`config.mk`:
```
export PLATFORM = sky130hd
export DESIGN_NAME = brfl_top
export DESIGN_NICKNAME = d
export VERILOG_FILES = /design/src/rtl/brfl_pkg.sv /design/src/rtl/brfl_eq.sv /design/src/rtl/brfl_tgt.sv /design/src/rtl/brfl_pc.sv /design/src/rtl/brfl_ifid.sv /design/src/rtl/brfl_top.sv
export SDC_FILE = /design/constraint.sdc
export NUM_CORES = 1
export LEC_CHECK = 0
export ABC_AREA = 1
export BUFFER_PORTS_ARGS = -buffer_cell sky130_fd_sc_hd__buf_2
export CAP_MARGIN = 20
export CORE_MARGIN = 3
export CORE_UTILIZATION = 46
export DETAILED_ROUTE_END_ITERATION = 12
export PLACE_DENSITY = 0.78
export RECOVER_POWER = 50
export SETUP_SLACK_MARGIN = 0.4
export SYNTH_ARGS = -nofsm -noshare
export SYNTH_HDL_FRONTEND = slang
export SYNTH_SLANG_ARGS = --single-unit
export TNS_END_PERCENT = 1
```
`constraint.sdc`:
```
create_clock -name clk -period 2.29 [get_ports clk]
set_clock_uncertainty 0.05 [all_clocks]
set_input_delay 0.458 -clock clk [delete_from_list [all_inputs] [get_ports clk]]
set_output_delay 0.458 -clock clk [all_outputs]
set_load 0.02 [all_outputs]
```
`src/rtl/brfl_pkg.sv`:
```
package brfl_pkg;
  // Source for the next program counter
  typedef enum logic {
    PC_SEQ = 1'b0,
    PC_BR  = 1'b1
  } pcsel_e;

  // Update mode for the fetch/decode register
  typedef enum logic [1:0] {
    IFID_LOAD = 2'd0,
    IFID_HOLD = 2'd1,
    IFID_ZERO = 2'd2
  } ifid_op_e;
endpackage

```
`src/rtl/brfl_eq.sv`:
```
module brfl_eq #(
  parameter int W     = 32,
  parameter int CHUNK = 8
) (
  input  logic [W-1:0] a,
  input  logic [W-1:0] b,
  output logic         eq
);
  localparam int NCH = (W + CHUNK - 1) / CHUNK;

  logic [NCH-1:0] ch_eq;

  // Split the compare into chunks and AND the partial results
  for (genvar c = 0; c < NCH; c++) begin : g_chunk
    localparam int LO = c * CHUNK;
    localparam int HI = ((LO + CHUNK) > W) ? (W - 1) : (LO + CHUNK - 1);
    assign ch_eq[c] = (a[HI:LO] == b[HI:LO]);
  end

  assign eq = &ch_eq;
endmodule

```
`src/rtl/brfl_tgt.sv`:
```
module brfl_tgt #(
  parameter int XLEN  = 32,
  parameter int IMM_W = 16
) (
  input  logic [XLEN-1:0]  pc_inc,
  input  logic [IMM_W-1:0] imm,
  output logic [XLEN-1:0]  target
);
  localparam int EXT = XLEN - IMM_W - 2;

  logic [XLEN-1:0] offs;

  // Word offset: sign-extend, then scale by four bytes
  assign offs   = {{EXT{imm[IMM_W-1]}}, imm, 2'b00};
  assign target = pc_inc + offs;
endmodule

```
`src/rtl/brfl_pc.sv`:
```
module brfl_pc
  import brfl_pkg::*;
#(
  parameter int              XLEN     = 32,
  parameter logic [XLEN-1:0] RESET_PC = '0,
  parameter int              STEP     = 4
) (
  input  logic            clk,
  input  logic            rst,
  input  logic            hold,
  input  pcsel_e          sel,
  input  logic [XLEN-1:0] target,
  output logic [XLEN-1:0] pc,
  output logic [XLEN-1:0] pc_plus
);
  localparam logic [XLEN-1:0] STEP_V = XLEN'(STEP);

  assign pc_plus = pc + STEP_V;

  always_ff @(posedge clk) begin
    if (rst) begin
      pc <= RESET_PC;
    end else if (sel == PC_BR) begin
      pc <= target;
    end else if (!hold) begin
      pc <= pc_plus;
    end
  end
endmodule

```
`src/rtl/brfl_ifid.sv`:
```
module brfl_ifid
  import brfl_pkg::*;
#(
  parameter int ILEN = 32,
  parameter int XLEN = 32
) (
  input  logic            clk,
  input  logic            rst,
  input  ifid_op_e        op,
  input  logic [ILEN-1:0] instr_d,
  input  logic [XLEN-1:0] pc_inc_d,
  output logic [ILEN-1:0] instr_q,
  output logic [XLEN-1:0] pc_inc_q,
  output logic            valid_q
);
  always_ff @(posedge clk) begin
    if (rst) begin
      instr_q  <= '0;
      pc_inc_q <= '0;
      valid_q  <= 1'b0;
    end else begin
      unique case (op)
        IFID_ZERO: begin
          // All-zero word is the shift-by-zero no-op; invalid blocks writes
          instr_q  <= '0;
          pc_inc_q <= '0;
          valid_q  <= 1'b0;
        end
        IFID_LOAD: begin
          instr_q  <= instr_d;
          pc_inc_q <= pc_inc_d;
          valid_q  <= 1'b1;
        end
        default: ;
      endcase
    end
  end
endmodule

```
`src/rtl/brfl_top.sv`:
```
module brfl_top
  import brfl_pkg::*;
#(
  parameter int              XLEN     = 32,
  parameter int              ILEN     = 32,
  parameter int              IMM_W    = 16,
  parameter int              CMP_CH   = 8,
  parameter logic [XLEN-1:0] RESET_PC = '0
) (
  input  logic             clk,
  input  logic             rst,
  input  logic             hold_i,
  input  logic [ILEN-1:0]  fetch_instr_i,
  input  logic             id_branch_i,
  input  logic [XLEN-1:0]  id_opa_i,
  input  logic [XLEN-1:0]  id_opb_i,
  input  logic [XLEN-1:0]  id_pc_inc_i,
  input  logic [IMM_W-1:0] id_imm_i,
  output logic [XLEN-1:0]  pc_o,
  output logic             pc_sel_o,
  output logic [XLEN-1:0]  pc_target_o,
  output logic             flush_o,
  output logic [ILEN-1:0]  ifid_instr_o,
  output logic [XLEN-1:0]  ifid_pc_inc_o,
  output logic             ifid_valid_o
);
  localparam int INSTR_BYTES = ILEN / 8;

  logic            ops_eq;
  logic            taken;
  logic [XLEN-1:0] pc_plus;
  pcsel_e          sel;
  ifid_op_e        ifid_op;

  brfl_eq #(.W(XLEN), .CHUNK(CMP_CH)) u_eq (
    .a  (id_opa_i),
    .b  (id_opb_i),
    .eq (ops_eq)
  );

  brfl_tgt #(.XLEN(XLEN), .IMM_W(IMM_W)) u_tgt (
    .pc_inc (id_pc_inc_i),
    .imm    (id_imm_i),
    .target (pc_target_o)
  );

  assign taken = id_branch_i & ops_eq;
  assign sel   = taken ? PC_BR : PC_SEQ;

  // Flush overrides hold for the fetch/decode register
  always_comb begin
    if (taken)       ifid_op = IFID_ZERO;
    else if (hold_i) ifid_op = IFID_HOLD;
    else             ifid_op = IFID_LOAD;
  end

  brfl_pc #(.XLEN(XLEN), .RESET_PC(RESET_PC), .STEP(INSTR_BYTES)) u_pc (
    .clk     (clk),
    .rst     (rst),
    .hold    (hold_i),
    .sel     (sel),
    .target  (pc_target_o),
    .pc      (pc_o),
    .pc_plus (pc_plus)
  );

  brfl_ifid #(.ILEN(ILEN), .XLEN(XLEN)) u_ifid (
    .clk      (clk),
    .rst      (rst),
    .op       (ifid_op),
    .instr_d  (fetch_instr_i),
    .pc_inc_d (pc_plus),
    .instr_q  (ifid_instr_o),
    .pc_inc_q (ifid_pc_inc_o),
    .valid_q  (ifid_valid_o)
  );

  assign pc_sel_o = (sel == PC_BR);
  assign flush_o  = taken;
endmodule

```
Word level (Yosys, flattened, before mapping):

Index checks and enable logic that the tools add are counted.

* eq/ne operators: 6
* mux-type cells: 8
* add/subtract/negate cells: 2
* reduce and logical (&&, ||, !) cells: 3
* bitwise gates (word level): 1

Operators with widths (count)
* 32-bit one-hot mux with 2 select lines: 2
* 32-bit two-way mux: 2
* 32-bit by 3-bit adder with 32-bit output, second input constant: 1
* 32-bit adder: 1
* 8-bit equality test: 4
* 4-bit AND reduction: 1
* 2-bit equality test, second input constant: 1
* 2-bit logical NOT: 1
* 1-bit two-way mux: 2
* 2-bit two-way mux: 1
* 2-bit by 1-bit inequality test with 1-bit output, second input constant: 1
* 1-bit one-hot mux with 2 select lines: 1
* 2-bit nonzero test: 1
* 1-bit bitwise AND: 1

* input port bits: 148
* register bits: 97
* output and inout bits: 131

Depth between registers and ports, before layout:

* word-level depth: 6
* gate-level depth with buffers: 16
* gate-level depth less buffers: 16

Modules after synthesis:

Synthesis repeated with hierarchy kept, for this count alone.

* cell total of the unflattened synthesis: 1268
* area, all modules: 8135.3 um^2

By module, submodules not included
* brfl_ifid: instances 1, sequential area each 1301.2 um^2, area each 2892.8 um^2, cells each 281
* brfl_pc: instances 1, sequential area each 640.6 um^2, area each 2307.2 um^2, cells each 368
* brfl_tgt: instances 1, sequential area each 0.0 um^2, area each 2262.2 um^2, cells each 446
* brfl_eq: instances 1, sequential area each 0.0 um^2, area each 645.6 um^2, cells each 168
* brfl_top: instances 1, sequential area each 0.0 um^2, area each 27.5 um^2, cells each 5

Worst setup path before layout:

OpenSTA, ideal clock, no wires.

* kind: input-to-output
* from: in id_pc_inc_i[2]
* to: out pc_target_o[14]
* setup slack: -0.234 ns
* cell stages on the path: 9
* arrival time: 2.016 ns
* path through: ha_1 -> inv_1 -> fa_1 -> inv_1 -> nand2_1 -> o21ai_1 -> nand2_1 -> nand3b_1 -> xor2_1

* cells in the longest elaborated chain, start to end: 1

Ends and longest elaborated chain
* from (decl): RTL line brfl_top.sv:17 `input logic [XLEN-1:0] id_pc_inc_i,`
* 32-bit adder: RTL line brfl_tgt.sv:15 `assign target = pc_inc + offs;`
* to (decl): RTL line brfl_top.sv:21 `output logic [XLEN-1:0] pc_target_o,`

No other way between the ends.

Final worst setup path:

* from: in id_imm_i[0]
* to: out pc_target_o[22]

* cells in the longest elaborated chain, start to end: 1

Ends and longest elaborated chain
* from (decl): RTL line brfl_top.sv:18 `input logic [IMM_W-1:0] id_imm_i,`
* 32-bit adder: RTL line brfl_tgt.sv:15

No other way between the ends.

==> flow_summary.json <==
{
  "grt_max_degree": 56,
  "overflow": 0,
  "htree_levels": 3,
  "cpMaxStageDelayCell": "fa_2",
  "grt_pass1_wl_mm": 44.0,
  "cts_hold_buf": 0,
  "cts.clk_slew.worst_paths_ns": 0.07,
  "crit_path_end_kind": "output pin",
  "p_leak_nw": 6.09,
  "die-area_mm2": 0.0187,
  "syn2layout_area_growth_pct": 53.8,
  "violations": "negative setup slack",
  "dr.pass1.iters": 5,
  "regToRegEndpoint": "u_pc.pc[12]$_SDFFE_PP0P_",
  "startpoint_type": "input port",
  "maxSlewHeadroom": 0.600,
  "cp_max_fo": 4,
  "cts_buffers": 9,
  "io_pins": 279,
  "synth_flop_cell": "dfxtp_1",
  "grt_pass1_vias": 9121,
  "setup_ws_ns": -0.360,
  "powerDensity_mw_per_mm2": 473,
  "ys_top_cells_by_area": "nand2_1 (25%), dfxtp_1 (25%), inv_1 (10%)",
  "slew_violations": 0,
  "antenna_found_initial": 0,
  "crit_path_start": "id_imm_i[0]",
  "gp_congestion": 1.00,
  "reg2reg_setup_slack_ns": 0.36,
  "avgSynthCellArea_um2": 5.67,
  "outcome": "complete, but fails checks",
  "ys_seq_area_frac": 0.246,
  "synth_top_area_cell": "nand2_1",
  "worstHoldStart": "fetch_instr_i[14]",
  "fp.coreArea_mm2": 0.0167,
  "rr_worst_depth": 10,
  "finalSetupViolCount": 28,
  "die_h_um": 137,
  "critical_path.max_stage_delay_ns": 0.33,
  "synth-seq-cells": 97,
  "fill_cells": 1449,
  "crit_arrival_ns": 2.14,
  "ys_warn_count": 0,
  "wl_mm": 30.1,
  "post_dp_cell_area_mm2": 0.0105,
  "cts_root_buf": "clkbuf_16",
  "synth-async-reset-ratio": 0,
  "clkLatencyLatePin_ns": 0.35,
  "hp-class": "in -> reg",
  "regToRegStartpoint": "u_pc.pc[10]$_SDFFE_PP0P_",
  "synth_top_area_share": 0.253,
  "tritoncts": "done",
  "period_share": 1.16,
  "post-place-cells": 1995,
  "rows": 47,
  "grtUsageTotal": 0.292,
  "first_iter_violations": 609,
  "fin_crit_ns": 2.65,
  "utilization": 0.726,
  "min_path_cells": 3,
  "critPathKind": "in -> out",
  "cp.required_ns": 1.78,
  "drcViolationCount": 0,
  "ant_nets": 0,
  "max_freq_ghz": 0.377,
  "design_area_mm2": 0.0121,
  "rsz0062_at_grt": "yes",
  "hold_violations": 0,
  "via_count": 10100,
  "min_to": "u_ifid.instr_q[14]$_SDFFE_PP0P_",
  "vias_per_cell": 5.03,
  "maxCapViolations": 0,
  "holdWs_ns": 0.294,
  "tightest_slew_ns": 0.598,
  "final_cell_mix": "nand2_1 (434), inv_1 (198), buf_4 (152), buf_2 (135), nor2_1 (119)",
  "syn_area_mm2": 0.00788,
  "die_w_um": 137,
  "synth_fp_nets": 1570,
  "start_util": 0.472,
  "dp_hpwl_mm": 22.9,
  "wl_per_cell_um": 14.9,
  "drive_gt1_frac": 0.332,
  "ir_worst_vdd_mv": 0.400,
  "cpMostUsedCell": "nand2_1",
  "fin_cells": 2014,
  "worstPathCellList": "buf_6, ha_4, inv_2, fa_2, inv_2, nand2_4, o21ai_4, nand2_1, nand3b_1, nand2_1, nand2_1, nand2_1, nand2_1, buf_4",
  "total_power_mw": 5.74,
  "synth-edff-count": 0,
  "synth_cells": 1391,
  "diodes": 0,
  "final_common_cell": "nand2_1",
  "clkSinkCount": 97,
  "final_nets": 1968,
  "synth.distinct_cells": 33,
  "clock_path_buffers": 2,
  "port_buffers": 278
}
-- metal layers --
metal | GRT usage | routed length (um)
met1 | 0.383 | 12200
met2 | 0.508 | 14800
met3 | 0.0349 | 2290
met4 | 0.0798 | 716
met5 | 0 | 0
-- cell usage after synthesis, types with 3 or more instances --
cell	number
inv_1	215
nor2_1	140
clkbuf_1	16
o21ai_1	3
nand3b_1	8
and2_1	10
o21bai_1	5
o21ai_0	48
nand3_1	78
buf_4	8
xor2_1	28
a21oi_1	92
buf_2	4
ha_1	30
buf_6	6
nand2_1	531
dfxtp_1	97
nand4_1	11
xnor2_1	20
nor3_1	22
-- sequential cells by signal, summed over array words and instances (netlist names) --
signal	count
u_ifid.instr_q	32
u_ifid.pc_inc_q	32
u_pc.pc	32
u_ifid.valid_q	1
-- cell type report --
cell class	count	area, um2	area share
clock buffer	9	225	0.0186
clock inverter	7	61.3	0.00506
inverter	219	831	0.0685
multi-input combinational	1038	6120	0.505
sequential	97	1950	0.161
tap	220	275	0.0227
timing repair buffer	424	2660	0.219
-- stage by stage --
step | setup WS, ns | TNS [ns]
after floorplan | -0.0710 | -0.194
after global placement | -0.488 | -23.19
after detailed placement | -0.498 | -25.26
after CTS | -0.354 | -5.04
after global routing | -0.445 | -9.10
final | -0.360 | -5.64
-- cell families (layout without fill, tap and decap cells) --
family,count (synthesis),count (layout),synth area share
flip-flops,97,97,0.246
AND/OR/NAND/NOR,807,807,0.416
AO/OA/AOI/OAI,150,150,0.0975
adder cells (fa/ha/maj),31,31,0.0502
XOR/XNOR,50,50,0.0575
buffers and inverters,256,659,0.132
-- critical path: cells and delay by family --
kind	cells	cell delay, ns
AOI/OAI and AO/OA	1	0.16
adders and majority gates	2	0.46
buffers and inverters	4	0.34
and+or+nand+nor	7	0.72
-- where the power goes --
part / total [mW] / internal (mW) / switching, mW
logic: 2.45 / 1.07 / 1.38
registers: 1.83 / 1.76 / 0.0643
clock network: 1.46 / 0.756 / 0.708
-- worst max-delay path by stage --
stage / endpoint / slack, ns / depth (start not counted)
after floorplan: pc_target_o[30] / -0.07 / 12
after global placement: pc_target_o[30] / -0.49 / 14
after detailed placement: pc_target_o[30] / -0.50 / 14
after CTS: pc_target_o[30] / -0.35 / 14
after global routing: pc_target_o[30] / -0.44 / 14
final: pc_target_o[22] / -0.36 / 14
-- repair_timing --
item,4_1_cts,5_1_grt
endpoints found under the setup margin,117,123
gates cloned,0,0
pin swaps,144,103
gates resized for setup,143,232
setup buffers,2,0
Power figures use the tool's default switching activity.
